$ cat config.mk
export PLATFORM = sky130hd
export DESIGN_NAME = rct_timer
export DESIGN_NICKNAME = d
export VERILOG_FILES = /design/src/rtl/rct_pkg.sv /design/src/rtl/rct_edge.sv /design/src/rtl/rct_count.sv /design/src/rtl/rct_evt.sv /design/src/rtl/rct_timer.sv
export SDC_FILE = /design/constraint.sdc
export NUM_CORES = 1
export LEC_CHECK = 0
export ABC_AREA = 1
export ABC_CLOCK_PERIOD_IN_PS = 2670
export BUFFER_PORTS_ARGS = -buffer_cell sky130_fd_sc_hd__buf_2
export CORE_AREA = 2 2 163 85
export DETAILED_ROUTE_END_ITERATION = 7
export DIE_AREA = 0 0 165 87
export PLACE_DENSITY = 0.49
export SLEW_MARGIN = 10
export SYNTH_ARGS = -nofsm -noshare
export SYNTH_HDL_FRONTEND = slang
export SYNTH_SLANG_ARGS = --single-unit
$ cat constraint.sdc
create_clock -name clk -period 2.67 [get_ports clk]
set_clock_uncertainty 0.05 [all_clocks]
set_input_delay 0.1335 -clock clk [delete_from_list [all_inputs] [get_ports clk]]
set_output_delay 0.1335 -clock clk [all_outputs]
set_load 0.005 [all_outputs]
$ cat src/rtl/rct_pkg.sv
package rct_pkg;
  // control register layout, bit 0 (run) to bit 5 (pin 2 polarity)
  typedef struct packed {
    logic [1:0] pol;     // [1] pin 2, [0] pin 1 : 1 = rising active
    logic [1:0] sel;     // restart source when reload enabled
    logic       rld_en;
    logic       run;
  } ctrl_t;

  localparam int unsigned CTRL_W = $bits(ctrl_t);
  localparam int unsigned NUM_FLAGS = 4;

  localparam logic [1:0] ADDR_CTRL   = 2'd0;
  localparam logic [1:0] ADDR_RELOAD = 2'd1;
  localparam logic [1:0] ADDR_CLEAR  = 2'd2;

  localparam logic [1:0] SEL_SW   = 2'b00;
  localparam logic [1:0] SEL_PIN1 = 2'b01;
  localparam logic [1:0] SEL_PIN2 = 2'b10;
endpackage

$ cat src/rtl/rct_edge.sv
module rct_edge (
  input  logic clk,
  input  logic rst_n,
  input  logic pin_i,
  input  logic rise_act_i,
  output logic edge_o
);
  logic sync1_q, sync2_q, prev_q;

  always_ff @(posedge clk or negedge rst_n) begin
    if (!rst_n) begin
      sync1_q <= 1'b0;
      sync2_q <= 1'b0;
      prev_q  <= 1'b0;
    end else begin
      sync1_q <= pin_i;
      sync2_q <= sync1_q;
      prev_q  <= sync2_q;
    end
  end

  always_comb begin
    if (rise_act_i) edge_o = sync2_q & ~prev_q;
    else            edge_o = ~sync2_q & prev_q;
  end
endmodule

$ cat src/rtl/rct_count.sv
module rct_count #(
  parameter int unsigned CNT_W = 16
) (
  input  logic             clk,
  input  logic             rst_n,
  input  logic             load_i,
  input  logic [CNT_W-1:0] load_val_i,
  input  logic             dec_i,
  output logic [CNT_W-1:0] cnt_o
);
  logic [CNT_W-1:0] cnt_q, cnt_d;

  always_comb begin
    cnt_d = cnt_q;
    if (load_i)     cnt_d = load_val_i;
    else if (dec_i) cnt_d = cnt_q - {{(CNT_W-1){1'b0}}, 1'b1};
  end

  always_ff @(posedge clk or negedge rst_n) begin
    if (!rst_n) cnt_q <= '0;
    else        cnt_q <= cnt_d;
  end

  assign cnt_o = cnt_q;
endmodule

$ cat src/rtl/rct_evt.sv
module rct_evt
  import rct_pkg::*;
#(
  parameter int unsigned CNT_W = 16
) (
  input  logic                 clk,
  input  logic                 rst_n,
  input  ctrl_t                ctrl_i,
  input  logic                 ev1_i,
  input  logic                 ev2_i,
  input  logic [CNT_W-1:0]     cnt_i,
  input  logic                 rld_wr_i,
  input  logic [CNT_W-1:0]     rld_wdata_i,
  input  logic                 clr_wr_i,
  input  logic [NUM_FLAGS-1:0] clr_mask_i,
  output logic                 hw_reload_o,
  output logic [CNT_W-1:0]     rld_o,
  output logic [CNT_W-1:0]     cap_o,
  output logic [NUM_FLAGS-1:0] flags_o
);
  logic [CNT_W-1:0]     rld_q, rld_d, cap_q, cap_d;
  logic [NUM_FLAGS-1:0] flg_q, flg_d, set_v, clr_v;
  logic hw_reload, free_ev1, free_ok, cap_ok;

  always_comb begin
    hw_reload = ctrl_i.rld_en &
                (((ctrl_i.sel == SEL_PIN1) & ev1_i) |
                 ((ctrl_i.sel == SEL_PIN2) & ev2_i));
    free_ev1  = ~ctrl_i.rld_en & ev1_i;
    free_ok   = ~flg_q[0] & ~flg_q[1];
    cap_ok    = ~flg_q[2] & ~flg_q[3];

    set_v    = '0;
    set_v[0] = hw_reload | (free_ev1 & free_ok);
    set_v[1] = (hw_reload | free_ev1) & flg_q[0];
    set_v[2] = ev2_i & cap_ok;
    set_v[3] = ev2_i & flg_q[2];

    clr_v = clr_wr_i ? clr_mask_i : '0;
    flg_d = (flg_q & ~clr_v) | set_v;

    rld_d = rld_q;
    if (free_ev1 & free_ok) rld_d = cnt_i;
    else if (rld_wr_i)      rld_d = rld_wdata_i;

    cap_d = cap_q;
    if (ev2_i & cap_ok) cap_d = cnt_i;
  end

  always_ff @(posedge clk or negedge rst_n) begin
    if (!rst_n) begin
      rld_q <= '0;
      cap_q <= '0;
      flg_q <= '0;
    end else begin
      rld_q <= rld_d;
      cap_q <= cap_d;
      flg_q <= flg_d;
    end
  end

  assign hw_reload_o = hw_reload;
  assign rld_o       = rld_q;
  assign cap_o       = cap_q;
  assign flags_o     = flg_q;
endmodule

$ cat src/rtl/rct_timer.sv
module rct_timer
  import rct_pkg::*;
#(
  parameter int unsigned CNT_W  = 16,
  parameter int unsigned ADDR_W = 2
) (
  input  logic                 clk,
  input  logic                 rst_n,
  input  logic                 tick_i,
  input  logic                 evt1_i,
  input  logic                 evt2_i,
  input  logic                 wr_en_i,
  input  logic [ADDR_W-1:0]    wr_addr_i,
  input  logic [CNT_W-1:0]     wr_data_i,
  output logic [CNT_W-1:0]     count_o,
  output logic [CNT_W-1:0]     capture_o,
  output logic [CNT_W-1:0]     reload_o,
  output logic [NUM_FLAGS-1:0] flags_o
);
  localparam int unsigned NPIN = 2;

  ctrl_t ctrl_q, ctrl_d, ctrl_wr;
  logic  ctrl_we, rld_we, clr_we, sw_restart, hw_reload, run_q;
  logic [NPIN-1:0] pins, edges, ev_act;

  assign ctrl_wr = ctrl_t'(wr_data_i[CTRL_W-1:0]);
  assign ctrl_we = wr_en_i & (wr_addr_i == ADDR_W'(ADDR_CTRL));
  assign rld_we  = wr_en_i & (wr_addr_i == ADDR_W'(ADDR_RELOAD));
  assign clr_we  = wr_en_i & (wr_addr_i == ADDR_W'(ADDR_CLEAR));
  assign run_q   = ctrl_q.run;

  always_comb begin
    ctrl_d = ctrl_we ? ctrl_wr : ctrl_q;
    sw_restart = ctrl_we & ctrl_wr.run & ~ctrl_q.run & ctrl_wr.rld_en &
                 (ctrl_wr.sel != SEL_PIN1) & (ctrl_wr.sel != SEL_PIN2);
  end

  always_ff @(posedge clk or negedge rst_n) begin
    if (!rst_n) ctrl_q <= '0;
    else        ctrl_q <= ctrl_d;
  end

  assign pins = {evt2_i, evt1_i};

  for (genvar g = 0; g < NPIN; g++) begin : g_pin
    rct_edge u_edge (
      .clk        (clk),
      .rst_n      (rst_n),
      .pin_i      (pins[g]),
      .rise_act_i (ctrl_q.pol[g]),
      .edge_o     (edges[g])
    );
    assign ev_act[g] = edges[g] & run_q;
  end

  rct_evt #(.CNT_W(CNT_W)) u_evt (
    .clk         (clk),
    .rst_n       (rst_n),
    .ctrl_i      (ctrl_q),
    .ev1_i       (ev_act[0]),
    .ev2_i       (ev_act[1]),
    .cnt_i       (count_o),
    .rld_wr_i    (rld_we),
    .rld_wdata_i (wr_data_i),
    .clr_wr_i    (clr_we),
    .clr_mask_i  (wr_data_i[NUM_FLAGS-1:0]),
    .hw_reload_o (hw_reload),
    .rld_o       (reload_o),
    .cap_o       (capture_o),
    .flags_o     (flags_o)
  );

  rct_count #(.CNT_W(CNT_W)) u_count (
    .clk        (clk),
    .rst_n      (rst_n),
    .load_i     (hw_reload | sw_restart),
    .load_val_i (reload_o),
    .dec_i      (tick_i & run_q),
    .cnt_o      (count_o)
  );
endmodule

==> flow_summary.json, run 1 <==
{
  "outcome": "completed",
  "syn-mean-instance-area_um2": 8.342,
  "drive_gt1_frac": 0.2551,
  "synth_warnings": 0,
  "cts_tree": "done",
  "grt_pass1_wl_um": 16980,
  "startpoint_type": "flop",
  "synthCells": 397,
  "synthesis.nets": 422,
  "synth_ff_type": "dfrtp_1",
  "fmax_mhz": 543.0,
  "finalMaxSlewViolations": 0,
  "wl_met1_um": 6201,
  "grt_pass1_vias": 2871,
  "clk_latency_ns": 0.34,
  "post_drt_wl_per_cell_um": 16.55,
  "yosys.area.top_type": "dfrtp_1",
  "area_growth_syn_to_layout_pct": 27.88,
  "yosysUniqueCellTypes": 25,
  "antenna_found_initial": 0,
  "gp_congestion": 0.9552,
  "period_share": 0.6897,
  "grt.total_usage": 0.1613,
  "crit_arrival_ns": 2.07,
  "cp.required_ns": 2.89,
  "wl_met3_um": 1063,
  "drt_iter0_markers": 308,
  "cts_resized": 0,
  "grt_max_degree": 34,
  "synth.most_common_cell": "nand2_1",
  "dp.final_hpwl_um": 8464,
  "place_ws_ns": 0.9186,
  "overflow": 0,
  "crit_family": "simple AND/OR/NAND/NOR gates",
  "hold_violations": 0,
  "cts_sinks": 64,
  "vias": 3138,
  "numCtsBuffers": 9,
  "leakage_nw": 2.066,
  "synthTopCellsByArea": "dfrtp_1, nand2_1, nand3_1",
  "worstPathMaxFanout": 5,
  "clock_path_buffers": 2,
  "netlist_area_mm2": 0.003312,
  "critPathBufInv": 1,
  "path_clk_slew_ns": 0.06,
  "finalSetupViolCount": 0,
  "start_util": 0.2528,
  "fin_ws_ns": 0.8285,
  "dieArea_mm2": 0.01436,
  "r2r_slack_ns": 0.83,
  "cpPeakStageDelay_ns": 0.48,
  "antenna_cells": 0,
  "met2WireLength_um": 3651,
  "rows": 30,
  "postCtsSetupRepairBufs": 0,
  "synth_top_area_frac": 0.4836,
  "via_per_inst": 4.712,
  "placeableCoreArea_mm2": 0.01310,
  "hold_class": "in -> reg",
  "yosys-top-cells-count": "nand2_1, dfrtp_1, nand3_1, nor2_1, inv_1",
  "maxSlewHeadroom": 0.5187,
  "dieWidth_um": 165,
  "portBuffers": 75,
  "critPathKind": "reg -> reg",
  "async_flop_share": 1.000,
  "drtPass1Iterations": 5,
  "end_kind": "flop",
  "ir_drop_v": 0.0003234,
  "max-cap-violations": 0,
  "period_minus_slack_ns": 1.842,
  "drc": 0,
  "wirelength_um": 11030,
  "nets": 510,
  "htree_num_levels": 3,
  "ant_nets": 0,
  "cpMaxStageDelayCell": "dfrtp_1",
  "tns_ns": 0,
  "rsz0062_at_grt": "false",
  "power_density_mw_per_mm2": 1055,
  "dr.max_layer_used": "met4",
  "ioPinCount": 76,
  "yosysSeqAreaShare": 0.4836,
  "synth_edf_count": 0,
  "fin_util": 0.3233,
  "cts-root-buf": "clkbuf_16",
  "worst_pin_slew_ns": 0.7220,
  "fp.dieH_um": 87,
  "synth-seq-cells": 64,
  "crit_chain": "inv_1 > ha_1 > nand3_1 > nor2_1 > nand2_1 > a21oi_1 > nand2_1 > nand3_1"
}
flip-flops by register name (all words and copies together) (netlist names), 2 cells and up:
signal and cells:
u_evt.cap_o 16, g_pin.u_edge.sync1_q 2, g_pin.u_edge.sync2_q 2, u_evt.rld_o 16
ctrl_q 5, u_evt.flags_o 4, g_pin.u_edge.prev_q 2, u_count.cnt_o 16
routing by layer:
layer | track usage | up-vias
li1 | - | 1513
met1 | 0.2716 | 1462
met2 | 0.1708 | 153
met3 | 0.06521 | 10
met4 | 0.04190 | 0
met5 | 0 | -
where the power goes:
| part | switching, mW | total, mW | internal, mW |
|---|---|---|---|
| clock | 0.439 | 1.12 | 0.678 |
| combinational | 0.963 | 1.61 | 0.642 |
| sequential | 0.414 | 1.75 | 1.33 |
area by class of cell:
type                       instances  area [um2]
multi-input combinational        274        1428
timing repair buffer              94       543.0
clock inverter                     4       28.78
fill                            1410        8865
sequential                        64        1602
clock buffer                      12       256.5
inverter                          42       157.7
tap                              176       220.2
path summary, 6_finish.rpt:
path | startpoint | cells past startpoint | end
setup / recovery | u_count.cnt_o[0] | 8 | u_count.cnt_o[10]
hold / removal | wr_data_i[5] | 3 | ctrl_q[5]
setup reg to reg | u_count.cnt_o[0] | 8 | u_count.cnt_o[10]
hold reg to reg | g_pin[0].u_edge.sync1_q | 0 | g_pin[0].u_edge.sync2_q
max in group asynchronous | rst_n | 3 | u_evt.cap_o[3]
min in group asynchronous | rst_n | 2 | g_pin[0].u_edge.sync1_q
cell usage in the layout, fill, tap and decap left out, types with 2 or more instances in the layout:
cell type      netlist  routed
inv_2                3       3
xor2_1               5       5
buf_2                7      75
clkbuf_8             0       2
nor3_4               2       2
o211ai_2            14      14
inv_1               39      39
a21oi_1             24      24
nor2_1              41      41
o21ai_0             13      13
nand4_1             22      22
o21ai_1              3       3
nand2_1             80      80
nand3_1             60      60
clkbuf_16            0       9
dlygate4sd3_1        0      10
dfrtp_1             64      64
nor2_2               3       3
buf_4                0       9
clkinvlp_4           0       2
tightest hold or removal path, delay by kind of cell:
kind	cells	cell delay [ns]
buf+inv	1	0.10
compound gates	1	0.07
simple gates	1	0.05
cells by family (layout without fill, tap and decap cells):
logic type / Yosys count / in the layout / share of synthesized area
compound gates: 57 / 57 / 0.1205
xor+xnor: 5 / 5 / 0.01322
fa+ha+maj: 1 / 1 / 0.003777
buf+inv: 59 / 152 / 0.08538
flops: 64 / 64 / 0.4836
simple gates: 211 / 211 / 0.2935
stage by stage:
step / cell area (um2) / hold slack [ns] / power, mW / cells
final: 4235 / 0.003974 / 4.469 / 666
after floorplan: 3312 / -0.2121 / 2.546 / 397
after global placement: 3850 / 0.1745 / 3.319 / 640
after global routing: 4235 / 0.01688 / 4.823 / 666
after detailed placement: 3850 / 0.1817 / 3.339 / 640
after CTS: 4235 / 0.002960 / 4.487 / 666
repair_timing:
item,CTS,global route
endpoints found under the setup margin,0,0
hold buffers,10,0
hold endpoints to repair,38,0
No activity file was read; power rests on OpenSTA's default activity.
==> run 2: changes to the inputs <==
--- a/config.mk
+++ b/config.mk
@@ -6,12 +6,12 @@
 export NUM_CORES = 1
 export LEC_CHECK = 0
 export ABC_AREA = 1
-export ABC_CLOCK_PERIOD_IN_PS = 2670
+export ABC_CLOCK_PERIOD_IN_PS = 1600
 export BUFFER_PORTS_ARGS = -buffer_cell sky130_fd_sc_hd__buf_2
 export CORE_AREA = 2 2 163 85
 export DETAILED_ROUTE_END_ITERATION = 7
 export DIE_AREA = 0 0 165 87
-export PLACE_DENSITY = 0.49
+export PLACE_DENSITY = 0.51
 export SLEW_MARGIN = 10
 export SYNTH_ARGS = -nofsm -noshare
 export SYNTH_HDL_FRONTEND = slang
==> constraint.sdc (replaced) <==
create_clock -name clk -period 1.6 [get_ports clk]
set_clock_uncertainty 0.05 [all_clocks]
set_input_delay 0.08 -clock clk [delete_from_list [all_inputs] [get_ports clk]]
set_output_delay 0.08 -clock clk [all_outputs]
set_load 0.005 [all_outputs]
==> run 2 against run 1 <==
  * Power rose by 78%
  * Sequential power up 62%
  * Wire length is 6.0% higher
  * Utilization is 2.7 points higher
  * Clock power rose by 63%
  * Largest power group is now combinational logic
  * Critical path type unchanged
  * Via count is 4.6% higher
  * Critical path depth unchanged
  * Sequential share of layout area down 2.9 points
  * Hold slack gained 0.042 ns
  * First-iteration DRC count rose by 5.2%
  * Final cell count up 4.4%
==> flow_summary.json, run 2 (synthesized netlist as in run 1, its figures left out) <==
{
  "outcome": "completed",
  "gp_congestion": 0.9709,
  "rows": 30,
  "final_cell_area_mm2": 0.004587,
  "drc": 0,
  "start_util": 0.2528,
  "worstPathMaxFanout": 4,
  "via_per_inst": 4.722,
  "maxSlewHeadroom": 0.7653,
  "startpoint_type": "flop",
  "fin_ws_ns": 0.1266,
  "finalSetupViolCount": 0,
  "vias": 3282,
  "dpl_cell_area_mm2": 0.004050,
  "cpPeakStageDelay_ns": 0.38,
  "drt_iter0_markers": 324,
  "crit_arrival_ns": 1.69,
  "placeableCoreArea_mm2": 0.01310,
  "dp.final_hpwl_um": 8750,
  "cp.required_ns": 1.81,
  "placed_cells": 660,
  "drive_gt1_frac": 0.3141,
  "crit_family": "simple AND/OR/NAND/NOR gates",
  "worst_pin_slew_ns": 0.3520,
  "portBuffers": 75,
  "crit_chain": "inv_2 > ha_4 > nand3_2 > inv_2 > nand2_1 > a21oi_2 > nand3_1 > nand3_1",
  "layout_commonest_cell": "nand2_1",
  "grt_max_degree": 65,
  "path_clk_slew_ns": 0.06,
  "nets": 540,
  "dieWidth_um": 165,
  "dieArea_mm2": 0.01436,
  "critPathBufInv": 2,
  "final_cells": 695,
  "drtPass1Iterations": 5,
  "worst_hold_slack_ns": 0.04647,
  "power_density_mw_per_mm2": 1737,
  "leakage_nw": 2.230,
  "area_growth_syn_to_layout_pct": 38.50,
  "post_drt_wl_per_cell_um": 16.81,
  "nFillCells": 1362,
  "fp.dieH_um": 87,
  "ioPinCount": 76,
  "clk_latency_ns": 0.33,
  "cts_sinks": 64,
  "cts_tree": "done",
  "grt_pass1_vias": 2961,
  "cpMaxStageDelayCell": "dfrtp_1",
  "end_kind": "flop",
  "ir_drop_v": 0.0005404,
  "period_minus_slack_ns": 1.473,
  "numCtsBuffers": 9,
  "antenna_cells": 0,
  "final_cell_mix": "nand2_1, buf_2, dfrtp_1",
  "hold_violations": 0,
  "ant_nets": 0,
  "period_share": 0.9209,
  "wirelength_um": 11690,
  "rsz0062_at_grt": "false",
  "clock_path_buffers": 2,
  "critPathKind": "reg -> reg",
  "max-cap-violations": 0,
  "finalMaxSlewViolations": 0,
  "grt_pass1_wl_um": 17460,
  "overflow": 0,
  "antenna_found_initial": 0,
  "cts-root-buf": "clkbuf_16",
  "htree_num_levels": 3,
  "fmax_mhz": 678.7,
  "place_ws_ns": -0.02924,
  "grt.total_usage": 0.1676,
  "hold_class": "in -> reg"
}
==> run 2: worst reg2reg max path, cell delays in order (launching register included) <==
cell	delay [ns]
dfrtp_1	0.38
inv_2	0.13
ha_4	0.17
nand3_2	0.12
inv_2	0.11
nand2_1	0.07
a21oi_2	0.19
nand3_1	0.10
nand3_1	0.10
==> run 2: final timing paths <==
kind	start	endpoint	slack, ns	depth (start not counted)
worst max-delay path	u_count.cnt_o[0]	u_count.cnt_o[6]	0.13	8
max in group asynchronous	rst_n	u_count.cnt_o[1]	0.95	3
min in group asynchronous	rst_n	ctrl_q[4]	0.25	3
worst min register to register	g_pin[0].u_edge.sync1_q	g_pin[0].u_edge.sync2_q	0.30	0
worst max register to register	u_count.cnt_o[0]	u_count.cnt_o[6]	0.13	8
worst min-delay path	wr_data_i[1]	ctrl_q[1]	0.05	3
==> run 2: where the power goes <==
| part | total, mW | leakage, nW | internal (mW) | switching, mW |
|---|---|---|---|---|
| Sequential | 2.84 | 0.782 | 2.23 | 0.610 |
| Clock | 1.82 | 0.134 | 1.12 | 0.706 |
| Combinational | 3.30 | 1.31 | 1.44 | 1.87 |
==> run 2: layout make-up <==
class	count	area, um2	share of cell area
multi-input cells	275	1504	0.3279
clock inverters	3	17.52	0.003819
flip-flops and latches	64	1603	0.3494
clock buffers	12	256.5	0.05592
repair buffers	123	828.3	0.1806
inverters	42	157.7	0.03437
well taps	176	220.2	0.04801
==> run 2: stage by stage <==
stage          utilization  setup TNS, ns  power, mW
2_1_floorplan            -              0      4.249
3_3_place_gp        0.3092        -0.1089      5.882
3_5_place_dp        0.3092       -0.04467      5.939
4_1_cts             0.3436              0      7.833
5_1_grt             0.3501              0      8.537
6_report            0.3501              0      7.967
==> run 2: timing repair <==
action,in CTS,in global routing
pin swaps,0,3
gates cloned,0,1
hold endpoints to repair,82,0
endpoints found under the setup margin,2,39
hold buffers,17,0
gates resized for setup,2,19
buffers inserted,0,2
==> run 2: layer usage <==
metal | vias up | GRT usage | routed length (um)
li1 | 1577 | - | -
met1 | 1516 | 0.2827 | 6358
met2 | 178 | 0.1852 | 3946
met3 | 11 | 0.05521 | 1246
met4 | 0 | 0.04743 | 134
met5 | - | 0 | 0
==> run 3: changes to the inputs <==
==> constraint.sdc (replaced) <==
create_clock -name clk -period 1.6 [get_ports clk]
set_clock_uncertainty 0.05 [all_clocks]
set_input_delay 0.4 -clock clk [delete_from_list [all_inputs] [get_ports clk]]
set_output_delay 0.4 -clock clk [all_outputs]
set_load 0.005 [all_outputs]
==> run 3 against run 2 <==
  * Critical path depth unchanged
  * Highest routed layer unchanged
  * Global-route usage rose by 0.28 points
  * Combinational power about the same
  * First-iteration DRC count up 36%
  * Die area stayed put
==> flow_summary.json, run 3 (synthesized netlist as in run 1, its figures left out) <==
{
  "wirelength_um": 11610,
  "layout_commonest_cell": "nand2_1",
  "finalSetupViolCount": 0,
  "period_minus_slack_ns": 1.546,
  "crit_arrival_ns": 1.71,
  "grt.total_usage": 0.1704,
  "overflow": 0,
  "worst_hold_slack_ns": 0.1191,
  "reg2reg_depth": 8,
  "cpPeakStageDelay_ns": 0.47,
  "dieArea_mm2": 0.01436,
  "cpMostUsedCell": "nand2_1",
  "nets": 527,
  "startpoint_type": "flop",
  "htree_num_levels": 3,
  "grt_max_degree": 48,
  "hp-start": "evt1_i",
  "gp_congestion": 0.8937,
  "critPathKind": "reg -> reg",
  "cp.required_ns": 1.76,
  "whs_endpoint": "g_pin[0].u_edge.sync1_q",
  "min_path_cells": 1,
  "dieWidth_um": 165,
  "area_growth_syn_to_layout_pct": 35.40,
  "vias": 3178,
  "path_clk_slew_ns": 0.06,
  "ioPinCount": 76,
  "period_share": 0.9665,
  "placed_cells": 666,
  "cts_sinks": 64,
  "crit_chain": "nor2_2 > nand2_1 > nor2_1 > nand2_1 > nand2_1 > nand2_1 > nand4_1 > nand3_1",
  "rr_startpoint": "u_count.cnt_o[7]",
  "grt_pass1_wl_um": 17680,
  "cts_tree": "done",
  "drive_gt1_frac": 0.3123,
  "maxSlewHeadroom": 0.7031,
  "rr_endpoint": "u_count.cnt_o[11]",
  "nFillCells": 1376,
  "leakage_nw": 2.198,
  "fmax_mhz": 646.7,
  "regArea_mm2": 0.001602,
  "worstPathMaxFanout": 4,
  "cts-root-buf": "clkbuf_16",
  "outcome": "completed",
  "max-cap-violations": 0,
  "start_util": 0.2528,
  "worst_pin_slew_ns": 0.4454,
  "clk_latency_ns": 0.34,
  "ant_nets": 0,
  "r2r_slack_ns": 0.05,
  "postCtsSetupRepairBufs": 0,
  "ir_drop_v": 0.0005689,
  "numCtsBuffers": 9,
  "final_cell_mix": "nand2_1, buf_2, dfrtp_1",
  "hold_class": "in -> reg",
  "clock_path_buffers": 2,
  "end_kind": "flop",
  "drc": 0,
  "hold_violations": 0,
  "fp.dieH_um": 87,
  "rows": 30,
  "finalMaxSlewViolations": 0,
  "rsz0062_at_grt": "true",
  "antenna_found_initial": 0,
  "drt_iter0_markers": 441,
  "grt_pass1_vias": 2942,
  "dp.final_hpwl_um": 8969,
  "multi_input_area_mm2": 0.001474,
  "portBuffers": 75,
  "drtPass1Iterations": 5,
  "power_mw": 8.196,
  "antenna_cells": 0,
  "power_density_mw_per_mm2": 1828,
  "cpMaxStageDelayCell": "dfrtp_1",
  "final_cells": 682,
  "post_drt_wl_per_cell_um": 17.03,
  "via_per_inst": 4.660,
  "placeableCoreArea_mm2": 0.01310
}
==> run 3: layer usage <==
metal / up-vias / wire, um / GRT usage
met5: - / 0 / 0
met4: 0 / 157 / 0.04585
met3: 16 / 1337 / 0.06997
met2: 148 / 3733 / 0.1784
met1: 1473 / 6384 / 0.2874
li1: 1541 / - / -
==> run 3: cell type report <==
class,instances,area share
well taps,176,0.04911
inverters,42,0.03516
clock buffers,12,0.05273
flip-flops and latches,64,0.3571
repair buffers,111,0.1621
clock inverters,3,0.01507
multi-input cells,274,0.3287
==> run 3: critical path: cells and delay by family, from the launching register on <==
| kind | cells | cell delay (ns) |
|---|---|---|
| AND/OR/NAND/NOR | 8 | 0.91 |
| flip-flops | 1 | 0.47 |
==> run 3: through the flow <==
| step | util | cell area (um2) | setup WS [ns] | setup TNS, ns |
|---|---|---|---|---|
| after floorplan | - | 3312 | 0.2108 | 0 |
| after global placement | 0.3145 | 4120 | -0.01282 | -0.02036 |
| after detailed placement | 0.3145 | 4120 | -0.05375 | -0.3536 |
| after CTS | 0.3385 | 4434 | 0.06008 | 0 |
| after global routing | 0.3423 | 4484 | -0.009182 | -0.01389 |
| final | 0.3423 | 4484 | 0.05360 | 0 |
==> run 3: worst max path at each step <==
stage	start	to	slack (ns)	cells after the start
6_report	u_count.cnt_o[7]	u_count.cnt_o[11]	0.05	8
5_1_grt	g_pin[0].u_edge.sync2_q	u_evt.rld_o[7]	-0.009	7
4_1_cts	u_count.cnt_o[7]	u_count.cnt_o[15]	0.06	7
3_5_place_dp	wr_addr_i[1]	u_count.cnt_o[11]	-0.05	8
3_3_place_gp	wr_addr_i[1]	u_count.cnt_o[10]	-0.01	9
2_1_floorplan	g_pin[0].u_edge.sync2_q	u_evt.rld_o[13]	0.21	8
==> run 3: repair_timing <==
item                                    4_1_cts  5_1_grt
resized for setup                             0       14
endpoints found under the setup margin        0       29
hold buffers                                  1        0
endpoints found under the hold margin        14        0
==> run 3: power breakdown <==
group          leakage, nW  internal [mW]  switching (mW)
registers            0.783           2.23           0.583
logic                 1.27           1.39            1.92
clock network        0.143           1.36           0.728
